`src/rtl/wdg_pkg.sv`:
```
// Package: shared offsets, bit positions and types for the bark/bite watchdog.
// Assumes an 8-bit register port; offsets are fixed because software decodes them.
package wdg_pkg;
    typedef enum logic [1:0] {
        WD_IDLE   = 2'd0,
        WD_STG1   = 2'd1,
        WD_STG2   = 2'd2,
        WD_BITTEN = 2'd3
    } wd_state_e;

    localparam logic [7:0] OFS_POFF = 8'h0C;
    localparam logic [7:0] OFS_STAT = 8'h10;
    localparam logic [7:0] OFS_LIM1 = 8'h54;
    localparam logic [7:0] OFS_LIM2 = 8'h55;
    localparam logic [7:0] OFS_ACT  = 8'h56;
    localparam logic [7:0] OFS_ARM  = 8'h57;
    localparam logic [7:0] OFS_KICK = 8'h58;

    localparam int POFF_WDOG_BIT = 2;
    localparam int STAT_BARK_BIT = 6;
    localparam int ARM_BIT       = 7;
    localparam int KICK_BIT      = 0;

    // One-cycle commands decoded from register writes
    typedef struct packed {
        logic kick;
        logic arm;
        logic disarm;
    } wd_cmd_t;
endpackage

```
`src/rtl/wdg_regs.sv`:
```
// Module: register file and write decoder for the watchdog.
// Holds the limits, the reset type, the arm bit and the sticky power-off flag,
// turns writes into one-cycle commands for the timer, and muxes read data.
// Assumes bus_en is a single-cycle strobe per access.
module wdg_regs
    import wdg_pkg::*;
#(
    parameter int DW       = 8,
    parameter int TW       = 7,
    parameter int TYPEW    = 3,
    parameter int LIM1_RST = 32,
    parameter int LIM2_RST = 0,
    parameter int ACT_RST  = 7
) (
    input  logic             clk,
    input  logic             rst_n,
    input  logic             bus_en,
    input  logic             bus_we,
    input  logic [7:0]       bus_addr,
    input  logic [DW-1:0]    bus_wdata,
    output logic [DW-1:0]    bus_rdata,
    input  logic             bark,
    input  logic             bite,
    output logic [TW-1:0]    lim1,
    output logic [TW-1:0]    lim2,
    output logic [TYPEW-1:0] act,
    output logic             arm_q,
    output wd_cmd_t          cmd
);
    logic wr;
    logic poff_q;

    assign wr = bus_en && bus_we;

    // Decode write strobes into timer commands
    always_comb begin
        cmd.kick   = wr && (bus_addr == OFS_KICK) && bus_wdata[KICK_BIT];
        cmd.arm    = wr && (bus_addr == OFS_ARM)  && bus_wdata[ARM_BIT];
        cmd.disarm = wr && (bus_addr == OFS_ARM)  && !bus_wdata[ARM_BIT];
    end

    // Configuration registers: limits, reset type and arm bit
    always_ff @(posedge clk) begin
        if (!rst_n) begin
            lim1  <= TW'(LIM1_RST);
            lim2  <= TW'(LIM2_RST);
            act   <= TYPEW'(ACT_RST);
            arm_q <= 1'b0;
        end else if (wr) begin
            case (bus_addr)
                OFS_LIM1: lim1  <= bus_wdata[TW-1:0];
                OFS_LIM2: lim2  <= bus_wdata[TW-1:0];
                OFS_ACT:  act   <= bus_wdata[TYPEW-1:0];
                OFS_ARM:  arm_q <= bus_wdata[ARM_BIT];
                default:  ;
            endcase
        end
    end

    // Sticky watchdog power-off flag: set by bite, cleared by write-one
    always_ff @(posedge clk) begin
        if (!rst_n)
            poff_q <= 1'b0;
        else if (bite)
            poff_q <= 1'b1;
        else if (wr && (bus_addr == OFS_POFF) && bus_wdata[POFF_WDOG_BIT])
            poff_q <= 1'b0;
    end

    // Read data mux
    always_comb begin
        bus_rdata = '0;
        case (bus_addr)
            OFS_LIM1: bus_rdata = DW'(lim1);
            OFS_LIM2: bus_rdata = DW'(lim2);
            OFS_ACT:  bus_rdata = DW'(act);
            OFS_ARM:  bus_rdata[ARM_BIT] = arm_q;
            OFS_STAT: bus_rdata[STAT_BARK_BIT] = bark;
            OFS_POFF: bus_rdata[POFF_WDOG_BIT] = poff_q;
            default:  bus_rdata = '0;
        endcase
    end

    // a bite always leaves the flag set on the next cycle
    assert_poff_set_R9: assert property (@(posedge clk) disable iff (!rst_n)
        bite |=> poff_q);

    // the flag only drops after a write-one to its offset
    assert_poff_sticky_R9: assert property (@(posedge clk) disable iff (!rst_n)
        (poff_q && !(wr && bus_addr == OFS_POFF)) |=> poff_q);

    // a disarmed block never holds a bark
    assert_disarm_quiet_R7: assert property (@(posedge clk) disable iff (!rst_n)
        !arm_q |-> !bark);
endmodule

```
`src/rtl/wdg_stage_timer.sv`:
```
// Module: two-stage tick counter and sequencer for the watchdog.
// Counts tick pulses through stage 1 (to bark) and stage 2 (to bite),
// emits a one-cycle bite pulse with the latched reset type, then stops.
// Commands win over a tick in the same cycle. Assumes tick is one cycle wide.
module wdg_stage_timer
    import wdg_pkg::*;
#(
    parameter int TW    = 7,
    parameter int TYPEW = 3
) (
    input  logic             clk,
    input  logic             rst_n,
    input  logic             tick,
    input  wd_cmd_t          cmd,
    input  logic [TW-1:0]    lim1,
    input  logic [TW-1:0]    lim2,
    input  logic [TYPEW-1:0] act,
    output logic             bark,
    output logic             bite,
    output logic [TYPEW-1:0] bite_type
);
    wd_state_e   state;
    logic [TW-1:0] cnt;
    logic [TW:0]   cnt_inc;
    logic [TW:0]   lim1_eff;
    logic [TW:0]   lim2_eff;
    logic          restart;

    // Effective limits: zero acts as one tick
    always_comb begin
        cnt_inc  = {1'b0, cnt} + 1'b1;
        lim1_eff = (lim1 == '0) ? (TW+1)'(1) : {1'b0, lim1};
        lim2_eff = (lim2 == '0) ? (TW+1)'(1) : {1'b0, lim2};
        restart  = (cmd.arm && (state == WD_IDLE || state == WD_BITTEN)) ||
                   (cmd.kick && state != WD_IDLE);
    end

    // Stage sequencer with command priority over ticks
    always_ff @(posedge clk) begin
        if (!rst_n) begin
            state     <= WD_IDLE;
            cnt       <= '0;
            bark      <= 1'b0;
            bite      <= 1'b0;
            bite_type <= '0;
        end else begin
            bite <= 1'b0;
            if (cmd.disarm) begin
                state <= WD_IDLE;
                cnt   <= '0;
                bark  <= 1'b0;
            end else if (restart) begin
                state <= WD_STG1;
                cnt   <= '0;
                bark  <= 1'b0;
            end else if (tick) begin
                case (state)
                    WD_STG1: begin
                        if (cnt_inc >= lim1_eff) begin
                            state <= WD_STG2;
                            cnt   <= '0;
                            bark  <= 1'b1;
                        end else begin
                            cnt <= cnt_inc[TW-1:0];
                        end
                    end
                    WD_STG2: begin
                        if (cnt_inc >= lim2_eff) begin
                            state     <= WD_BITTEN;
                            cnt       <= '0;
                            bite      <= 1'b1;
                            bite_type <= act;
                        end else begin
                            cnt <= cnt_inc[TW-1:0];
                        end
                    end
                    default: ;
                endcase
            end
        end
    end

    // the reset request is a single-cycle pulse
    assert_bite_pulse_R5: assert property (@(posedge clk) disable iff (!rst_n)
        bite |=> !bite);

    // a bite is always preceded by a bark that is still standing
    assert_bite_after_bark_R5: assert property (@(posedge clk) disable iff (!rst_n)
        bite |-> bark);

    // an idle timer neither barks nor bites
    assert_idle_quiet_R3: assert property (@(posedge clk) disable iff (!rst_n)
        (state == WD_IDLE) |-> (!bark && !bite));

    // the bark only clears after a register command
    assert_bark_clear_R6: assert property (@(posedge clk) disable iff (!rst_n)
        $fell(bark) |-> $past(cmd.kick || cmd.arm || cmd.disarm));

    // once bitten, the timer holds until a command arrives
    assert_bitten_hold_R8: assert property (@(posedge clk) disable iff (!rst_n)
        (state == WD_BITTEN && !(cmd.kick || cmd.arm || cmd.disarm))
            |=> (state == WD_BITTEN && !bite));
endmodule

```
`src/rtl/wdg_bark_bite.sv`:
```
// Module: top of the two-stage bark/bite watchdog.
// Connects the register file to the stage timer; bark drives the level
// interrupt and the bite pulse drives the reset request with its type code.
// Assumes tick_1s is a one-cycle strobe generated outside the block.
module wdg_bark_bite
    import wdg_pkg::*;
#(
    parameter int TW       = 7,
    parameter int TYPEW    = 3,
    parameter int LIM1_RST = 32,
    parameter int LIM2_RST = 0,
    parameter int ACT_RST  = 7
) (
    input  logic             clk,
    input  logic             rst_n,
    input  logic             bus_en,
    input  logic             bus_we,
    input  logic [7:0]       bus_addr,
    input  logic [7:0]       bus_wdata,
    output logic [7:0]       bus_rdata,
    input  logic             tick_1s,
    output logic             bark_irq,
    output logic             rst_req,
    output logic [TYPEW-1:0] rst_type
);
    localparam int DW = 8;

    logic [TW-1:0]    lim1;
    logic [TW-1:0]    lim2;
    logic [TYPEW-1:0] act;
    logic             arm_q;
    logic             bark;
    logic             bite;
    wd_cmd_t          cmd;

    wdg_regs #(
        .DW(DW), .TW(TW), .TYPEW(TYPEW),
        .LIM1_RST(LIM1_RST), .LIM2_RST(LIM2_RST), .ACT_RST(ACT_RST)
    ) u_regs (
        .clk(clk), .rst_n(rst_n),
        .bus_en(bus_en), .bus_we(bus_we), .bus_addr(bus_addr),
        .bus_wdata(bus_wdata), .bus_rdata(bus_rdata),
        .bark(bark), .bite(bite),
        .lim1(lim1), .lim2(lim2), .act(act), .arm_q(arm_q), .cmd(cmd)
    );

    wdg_stage_timer #(.TW(TW), .TYPEW(TYPEW)) u_timer (
        .clk(clk), .rst_n(rst_n), .tick(tick_1s), .cmd(cmd),
        .lim1(lim1), .lim2(lim2), .act(act),
        .bark(bark), .bite(bite), .bite_type(rst_type)
    );

    assign bark_irq = bark;
    assign rst_req  = bite;

    // the reset request never fires while disarmed
    assert_no_req_disarmed_R7: assert property (@(posedge clk) disable iff (!rst_n)
        rst_req |-> arm_q);
endmodule

```
`config.mk`:
```
export PLATFORM = sky130hd
export DESIGN_NAME = wdg_bark_bite
export DESIGN_NICKNAME = d
export VERILOG_FILES = /design/src/rtl/wdg_pkg.sv /design/src/rtl/wdg_regs.sv /design/src/rtl/wdg_stage_timer.sv /design/src/rtl/wdg_bark_bite.sv
export SDC_FILE = /design/constraint.sdc
export NUM_CORES = 1
export LEC_CHECK = 0
export BUFFER_PORTS_ARGS = -buffer_cell sky130_fd_sc_hd__buf_2
export CAP_MARGIN = 5
export CORE_MARGIN = 5
export CORE_UTILIZATION = 30
export CTS_BUF_LIST = sky130_fd_sc_hd__clkbuf_4 sky130_fd_sc_hd__clkbuf_8
export DETAILED_ROUTE_END_ITERATION = 8
export PLACE_DENSITY = 0.51
export SKIP_CTS_REPAIR_TIMING = 1
export SYNTH_ARGS = -nofsm -noshare
export SYNTH_HDL_FRONTEND = slang
export SYNTH_HIERARCHICAL = 1
export SYNTH_SLANG_ARGS = --single-unit
```
`constraint.sdc`:
```
create_clock -name clk -period 3.44 [get_ports clk]
set_clock_uncertainty 0.2 [all_clocks]
set_input_delay 0.688 -clock clk [delete_from_list [all_inputs] [get_ports clk]]
set_output_delay 0.688 -clock clk [all_outputs]
set_load 0.05 [all_outputs]
```
After elaboration in Yosys (flattened, before gate mapping):

Index checks and enable logic that the tools add are counted.

* word-level logic and storage cells: 84
* bits of input ports: 21
* flip-flop bits (word level): 33
* output and inout port bits: 13

* add/sub/neg operators: 1
* order comparisons: 2
* mux-type cells: 18
* equal/unequal tests: 14
* reduce and logical (&&, ||, !) cells: 33
* bitwise gates (word level): 5

Operators by type and width (number)
* $eq A8 B7 Y1 const B: 5
* $mux W7: 4
* $ge A8 B8 Y1: 2
* $logic_not A7 Y1: 2
* $pmux W7 S2: 1
* $logic_and A1 B1 Y1: 10
* $reduce_and A2 Y1: 5
* $add A7 B1 Y8 const B: 1
* $eq A8 B4 Y1 const B: 1
* $eq A8 B5 Y1 const B: 1
* $reduce_and A4 Y1: 2
* $reduce_bool A2 Y1: 4
* $mux W1: 6
* $ne A3 B1 Y1 const B: 2
* $pmux W2 S3: 1
* $pmux W3 S2: 1
* $not A1 Y1: 5
* $reduce_and A5 Y1: 1
* $reduce_or A5 Y1: 1
* $eq A2 B2 Y1 const B: 2
* $mux W2: 2
* $ne A2 B1 Y1 const B: 2
* $pmux W1 S4: 1
* $pmux W2 S2: 1
* other kinds (9): 10

Logic depth before layout (Yosys ltp):

Gate-level depths: netlist of the first run.

* depth in word-level cells: 7
* gate-level depth with buffers: 10
* depth with buffers taken out: 10

Hierarchy:

The synthesis of the first run kept the hierarchy.

Modules (own cells, without submodules)
* wdg_stage_timer: cells each 130, area an instance 1121.1 sq um, instances 1, seq. area each 280.3 sq um
* wdg_regs: cells each 126, area an instance 1111.1 sq um, instances 1, seq. area each 380.4 sq um

Worst setup path after synthesis of the first run:

OpenSTA, ideal clock, no wires.

* path type: input-to-output
* start: input bus_addr[1]
* end: output bus_rdata[6]
* path buffers: 1
* data required time: 2.552 ns
* stages: 4
* slack: -0.291 ns
* arrival: 2.843 ns
* cell sequence: buf_4 nor4_1 a32oi_1 nor4b_1

* cells in the longest elaborated chain, start to end: 2
* elaborated cells between the ends (all ways): 4
* classes of those cells: eq/ne (3); mux (1)

RTL lines
* from (decl): line wdg_bark_bite.sv:18 `input logic [7:0] bus_addr,`
* $eq A8 B5 Y1 / $eq A8 B7 Y1 (equally long branches): line wdg_regs.sv:73 `case (bus_addr)`
* $pmux W1 S3 (*): line wdg_regs.sv:73
* to (decl): line wdg_bark_bite.sv:20 `output logic [7:0] bus_rdata,`

Mark *: on every way between the ends. The rest lies on a longest branch, timed or not.

Worst setup path after layout of the first run:

* start: register u_timer.cnt[0]
* end: register u_timer.bite_type[2]

* cells in the longest elaborated chain, start to end: 3

RTL lines
* from (decl): line wdg_stage_timer.sv:23 `logic [TW-1:0] cnt;`
* from (signal assigned): line wdg_stage_timer.sv:64 `cnt <= cnt_inc[TW-1:0];`
* from (signal assigned): line wdg_stage_timer.sv:74 `cnt <= cnt_inc[TW-1:0];`
* $add A7 B1 Y8: line wdg_stage_timer.sv:31 `cnt_inc = {1'b0, cnt} + 1'b1;`
* $ge A8 B8 Y1: line wdg_stage_timer.sv:68 `if (cnt_inc >= lim2_eff) begin`
* $reduce_and A5 Y1 (no source line)
* to (signal assigned): line wdg_stage_timer.sv:72 `bite_type <= act;`
* to (decl): line wdg_stage_timer.sv:20 `output logic [TYPEW-1:0] bite_type`

Every way passes these cells.
A chain may end at the register's enable or synchronous reset.

==> results of run 1 <==
## critical path, stage by stage (launching register included)
cell and delay, ns:
dfxtp_1 0.44, ha_1 0.24, nand3_1 0.14, nor2_1 0.16
xor2_1 0.27, ha_1 0.21, o2111ai_1 0.11, a21oi_1 0.18
nor4_2 0.07, buf_4 0.16, nor4_4 0.42, mux2i_1 0.23
## final timing paths
kind	from	slack [ns]	end	cells after the start
max	u_timer/cnt[0]$_SDFFE_PP0P_	0.53	u_timer/bite_type[2]$_SDFFE_PN0P_	11
min	u_timer/bite_type[0]$_SDFFE_PN0P_	0.26	u_timer/bite_type[0]$_SDFFE_PN0P_	2
max reg2reg	u_timer/cnt[0]$_SDFFE_PP0P_	0.53	u_timer/bite_type[2]$_SDFFE_PN0P_	11
min reg2reg	u_timer/bite_type[0]$_SDFFE_PN0P_	0.26	u_timer/bite_type[0]$_SDFFE_PN0P_	2
## metal layers
layer,global-route usage,up-vias,part of all wire
met3,0.0313,8,0.031
met1,0.159,853,0.49
met4,0.0415,0,0.019
li1,-,982,-
met5,0,-,0
met2,0.197,25,0.46
## Yosys cell counts, drive strengths merged, types with 2 or more instances
cell type  instances
inv               18
a22o               3
nand2b             3
o211ai             2
clkbuf             4
a2bb2oi            2
xor2               3
ha                18
buf                5
nor2              18
nand2             38
nor4               8
dfxtp             33
and2b              2
and4               4
mux2i             27
a21o               2
a211oi             3
a32o               2
a21oi              4
a31o               2
o22ai              2
o21a               2
nor2b             12
xnor2              6
nand3              6
nor3               8
nor3b              2
and2               2
## cells by family after synthesis
| kind of cell | share of synthesized area |
|---|---|
| AOI/OAI and AO/OA | 0.109 |
| xor gates and xnor gates | 0.0353 |
| adders and majority gates | 0.101 |
| buffers and inverters | 0.0594 |
| DFF | 0.296 |
| muxes | 0.126 |
| and+or+nand+nor | 0.274 |
## per-stage QoR
step / cells / util / instance area [um2]
2_1_floorplan: 256 / - / 2240
3_3_place_gp: 383 / 0.344 / 2490
3_5_place_dp: 383 / 0.344 / 2490
4_1_cts: 391 / 0.359 / 2610
5_1_grt: 391 / 0.359 / 2610
6_report: 391 / 0.359 / 2610
## cell type report
class / instances / area share
clock buffers: 5 / 0.0264
inverters: 18 / 0.0259
repair buffers: 37 / 0.0749
clock inverters: 3 / 0.0178
well taps: 99 / 0.0475
multi-input cells: 196 / 0.554
flip-flops and latches: 33 / 0.253
## placed cells by master, fill, tap and decap left out, drive strengths merged, types with 3 or more instances in the layout
cell type,synthesis,routed
a21oi,4,4
xor2,3,3
nor4,8,8
nor2,18,18
nand2,38,38
a22o,3,3
a211oi,3,3
ha,18,18
mux2i,27,27
nor2b,12,12
nand2b,3,3
clkbuf,4,5
nand3,6,6
xnor2,6,6
buf,5,37
and4,4,4
nor3,8,8
inv,18,18
dfxtp,33,33
## registers in the layout (all words and copies together), names as in the netlist
signal and flops:
u_regs/arm_q 1, u_timer/state 2, u_timer/bite_type 3, u_timer/bite 1, u_regs/lim1 7, u_regs/poff_q 1, u_timer/cnt 7, u_timer/bark 1
u_regs/act 3, u_regs/lim2 7
## power groups by stage
stage,registers [mW],logic (mW),clock network [mW]
finish,0.383,0.0596,0.380
global route,0.383,0.0659,0.406
CTS,0.383,0.0598,0.391
detailed placement,0.392,0.0596,0
global placement,0.392,0.0600,0
floorplan,0.392,0.0344,0
==> out/qor.csv, run 1 <==
metric,value,unit
Power Total,0.822,mW
Root Buffer Master,clkbuf_8,
die area,0.00927,mm2
Synth Cell Area,0.00223,mm2
Hold WC Path Type,reg -> reg,
Die H,96.3,um
initial detailed-routing violation count,61,
Synth cell types,55,
Finish-stage setup viols,0,
area grow syn2layout,16.8,%
first-pass GRT wire length,8.84,mm
setup TNS,0,ns
Final WS setup,0.529,ns
critical path class,reg -> reg,
"Seq/Total Area, Yosys",0.296,
# IOs,34,
drt wl/cell,13.8,um
initial antenna violation count,0,
final worst path period need,2.91,ns
sequential share of power,0.466,
ys flop type,dfxtp_1,
Max-Cap Viols,0,
Synth area leader,dfxtp_1,
Post-Route WL,5.41,mm
Syn Nets,295,
"worst slack, placed",0.523,ns
Max Fclk,343,MHz
Area contributors post-synth,"dfxtp_1 30%, mux2i_1 12%, ha_1 10%",
layout cells sized above 1,0.199,
switching fraction of total power,0.242,
Synth Warn #,6,
worst vdd ir,0.224,mV
switching power,0.199,mW
Fin. Hold Viols,0,
core area,0.00725,mm2
DRC,0,
Max Slew Vio Count,0,
clk_lat worst skew,0.29,ns
Int Power,0.623,mW
fill count,762,
largest net degree at the start of global routing,39,
Worst Path Arrival,2.92,ns
"FF+latch count, synth",33,
die width,96.3,um
Crit. End Element,flip-flop,
multi-input logic area,0.00145,mm2
Final Cycle Share,0.846,
Diodes inserted,0,
register area,661,um2
Final GP Congestion,0.796,
number of synthesized flops with an enable pin,0,
relative slew slack,0.689,
clk sinks,33,
critical path peak fanout,6,
hold_ws,0.260,ns
PD cells,315,mW/mm2
syn avg cell area,8.72,um2
ys async rst share,0,
Initial Util,0.308,
Comb pwr share,0.073,
"Reg clk slew, reported paths",0.08,ns
htree depth,2,
via count,1868,
Worst Tran Pin Value,0.455,ns
remaining antenna violation count,0,
Clock power frac,0.462,
CTS tree,done,
PortBufs,33,
post-DP HPWL,4.36,mm
GRT Total Usage,0.123,
outcome,"finished, final reports clean",
DR pass1 iterations,4,
site row count,31,
post-layout net count,330,
share of the synthesized area in the top cell type,0.296,
Num CTS Buffers,5,
number of global-route vias before repair,1793,
Clock Tree Buf Depth,2,
Post-Synthesis Cells,256,
Vias per Instance,4.78,
LEAKAGE,1.06,nW
Crit path required time,3.45,ns
CP startpoint kind,flip-flop,
grt ovf,0,
RSZ-0062 raised after global routing,no,
Note: power is estimated with default switching activity, not from simulation.
==> run 2: changes to the inputs <==
- PLACE_DENSITY: 0.51 -> 0.52
- clock period: 3.44 -> 2.5 ns (I/O delays scaled with it)
==> run 2 against run 1 <==
The run now ends with setup timing left; design area rose by 18%; core utilization is 6.5 points higher; clock power grew 41%; largest power group is now the clock network; global-route usage increased by 1.2 points; sequential share of layout area shrank 3.5 points; fmax grew 12%; first-iteration DRC count shrank 16%; final cell count grew 9.0%.
==> out/qor.csv, run 2 (synthesized netlist as in run 1, its figures left out) <==
metric,value,unit
Comb pwr share,0.081,
PortBufs,33,
clk sinks,33,
Hold Path Stages,2,
number of global-route vias before repair,2053,
Crit path largest cell delay,0.38,ns
switching fraction of total power,0.230,
Post-Route Utilization,0.424,
Largest regs,"u_regs/lim1: 7 flops, u_regs/lim2: 7 flops, u_timer/cnt: 7 flops",
Power Total,1.15,mW
critical path class,reg -> reg,
final worst path period need,2.60,ns
register area,672,um2
PD cells,375,mW/mm2
met2 usage in global routing,0.218,
RSZ-0062 raised after global routing,yes,
sequence of cells on the critical path,"ha_4, nand3_4, nor2_4, xor2_1, ha_1, o2111ai_2, a21oi_2, nor4_4, buf_4, nor4_4, buf_4, mux2i_1",
multi-input logic area,0.00163,mm2
Root Buffer Master,clkbuf_8,
FF-to-FF path depth,12,
CTS tree,done,
gr busiest metal,met2,
Clock Tree Buf Depth,2,
initial detailed-routing violation count,51,
area grow syn2layout,37.8,%
DR pass1 iterations,4,
Final Cycle Share,1.04,
Diodes inserted,0,
core area,0.00725,mm2
critical path peak fanout,5,
Final WS setup,-0.0987,ns
grt ovf,0,
RR Endpoint,u_timer/bite_type[0]$_SDFFE_PN0P_,
sequential share of power,0.454,
drt wl/cell,14.1,um
Fin. Hold Viols,0,
worst vdd ir,0.220,mV
Crit path required time,2.52,ns
die width,96.3,um
Int Power,0.887,mW
min-delay src,u_regs/arm_q$_SDFFE_PN0P_,
"Reg clk slew, reported paths",0.07,ns
remaining antenna violation count,0,
Vias per Instance,4.75,
met3 Resource Use GR,0.0367,
Max Slew Vio Count,0,
Clock power frac,0.465,
worst hold endpoint,u_regs/arm_q$_SDFFE_PN0P_,
hold_ws,0.261,ns
Crit. End Element,flip-flop,
GRT Total Usage,0.135,
htree depth,2,
slowest cell on the critical path,dfxtp_4,
Initial Util,0.308,
most frequent cells in the layout,"38 x buf_4, 38 x nand2_1, 33 x buf_2",
CP startpoint kind,flip-flop,
Worst Path Arrival,2.62,ns
layout cells sized above 1,0.361,
LEAKAGE,1.27,nW
via count,2024,
relative slew slack,0.772,
r2r startpoint,u_timer/cnt[1]$_SDFFE_PP0P_,
fill count,764,
Worst path top cell family by delay,simple AND/OR/NAND/NOR gates,
outcome,finished with violations,
violated checks,setup timing,
clk_lat worst skew,0.29,ns
site row count,31,
global routing usage on met1,0.172,
largest net degree at the start of global routing,35,
Post-Route WL,6.01,mm
DRC,0,
Max Fclk,385,MHz
Final GP Congestion,0.849,
die area,0.00927,mm2
post-layout net count,365,
Num CTS Buffers,5,
Max-Cap Viols,0,
initial antenna violation count,0,
Die H,96.3,um
# IOs,34,
WP buf/inv,2,
first-pass GRT wire length,9.71,mm
Hold WC Path Type,reg -> reg,
Worst Tran Pin Value,0.339,ns
switching power,0.266,mW
FF-to-FF setup slack,-0.1,ns
Inst Count DP,414,
post-DP HPWL,4.63,mm
Finish-stage setup viols,6,
Finished Layout Cells,426,
==> run 2: changes by cell type in the layout (fill, tap and decap cells not counted), sizes merged <==
cell | previous run | this run
buf | 37 | 72
clkbuf | 5 | 6
clkinv | 1 | 0
==> run 2: worst reg2reg max path, stage by stage (launching register included) <==
cell and delay (ns):
dfxtp_4 0.38, ha_4 0.17, nand3_4 0.09, nor2_4 0.12
xor2_1 0.09, ha_1 0.32, o2111ai_2 0.11, a21oi_2 0.17
nor4_4 0.06, buf_4 0.17, nor4_4 0.27, buf_4 0.20
mux2i_1 0.19
==> run 2: through the flow <==
step	setup TNS, ns	worst slack, ns	cell area (um2)
after global placement	-1.82	-0.197	2780
after floorplan	0	0.00325	2290
after CTS	-2.64	-0.265	2900
after detailed placement	-2.20	-0.233	2780
after global routing	-1.82	-0.252	3080
final	-0.402	-0.0987	3080
==> run 2: cell type report <==
| class | count | area share |
|---|---|---|
| timing repair buffer | 72 | 0.150 |
| inverter | 18 | 0.0220 |
| tap | 99 | 0.0403 |
| clock inverter | 2 | 0.0122 |
| sequential | 33 | 0.218 |
| clock buffer | 6 | 0.0268 |
| multi-input combinational | 196 | 0.530 |
==> run 2: power by group through the flow <==
stage / Combinational, mW / Sequential [mW] / Clock, mW
2_1_floorplan: 0.0484 / 0.539 / 0
3_3_place_gp: 0.0918 / 0.538 / 0
3_5_place_dp: 0.0918 / 0.538 / 0
4_1_cts: 0.0923 / 0.525 / 0.553
5_1_grt: 0.103 / 0.523 / 0.568
6_report: 0.0934 / 0.523 / 0.536
==> run 2: metal layers <==
layer	vias up	wire, um
li1	1045	-
met1	943	2750
met2	25	2920
met3	11	227
met4	0	117
met5	-	0
==> run 2: how the worst max path moves through the flow <==
stage,from,endpoint,slack (ns),depth (start not counted)
after floorplan,u_timer/cnt[2]$_SDFFE_PP0P_,u_timer/state[0]$_SDFFE_PP0P_,0.003,10
after global placement,u_regs/lim1[1]$_SDFFE_PN0P_,u_timer/state[0]$_SDFFE_PP0P_,-0.20,10
after detailed placement,u_regs/lim1[1]$_SDFFE_PN0P_,u_timer/cnt[4]$_SDFFE_PP0P_,-0.23,10
after CTS,u_regs/lim1[1]$_SDFFE_PN0P_,u_timer/cnt[4]$_SDFFE_PP0P_,-0.27,10
after global routing,u_timer/cnt[1]$_SDFFE_PP0P_,u_timer/bite_type[1]$_SDFFE_PN0P_,-0.25,12
final,u_timer/cnt[1]$_SDFFE_PP0P_,u_timer/bite_type[0]$_SDFFE_PN0P_,-0.1,12
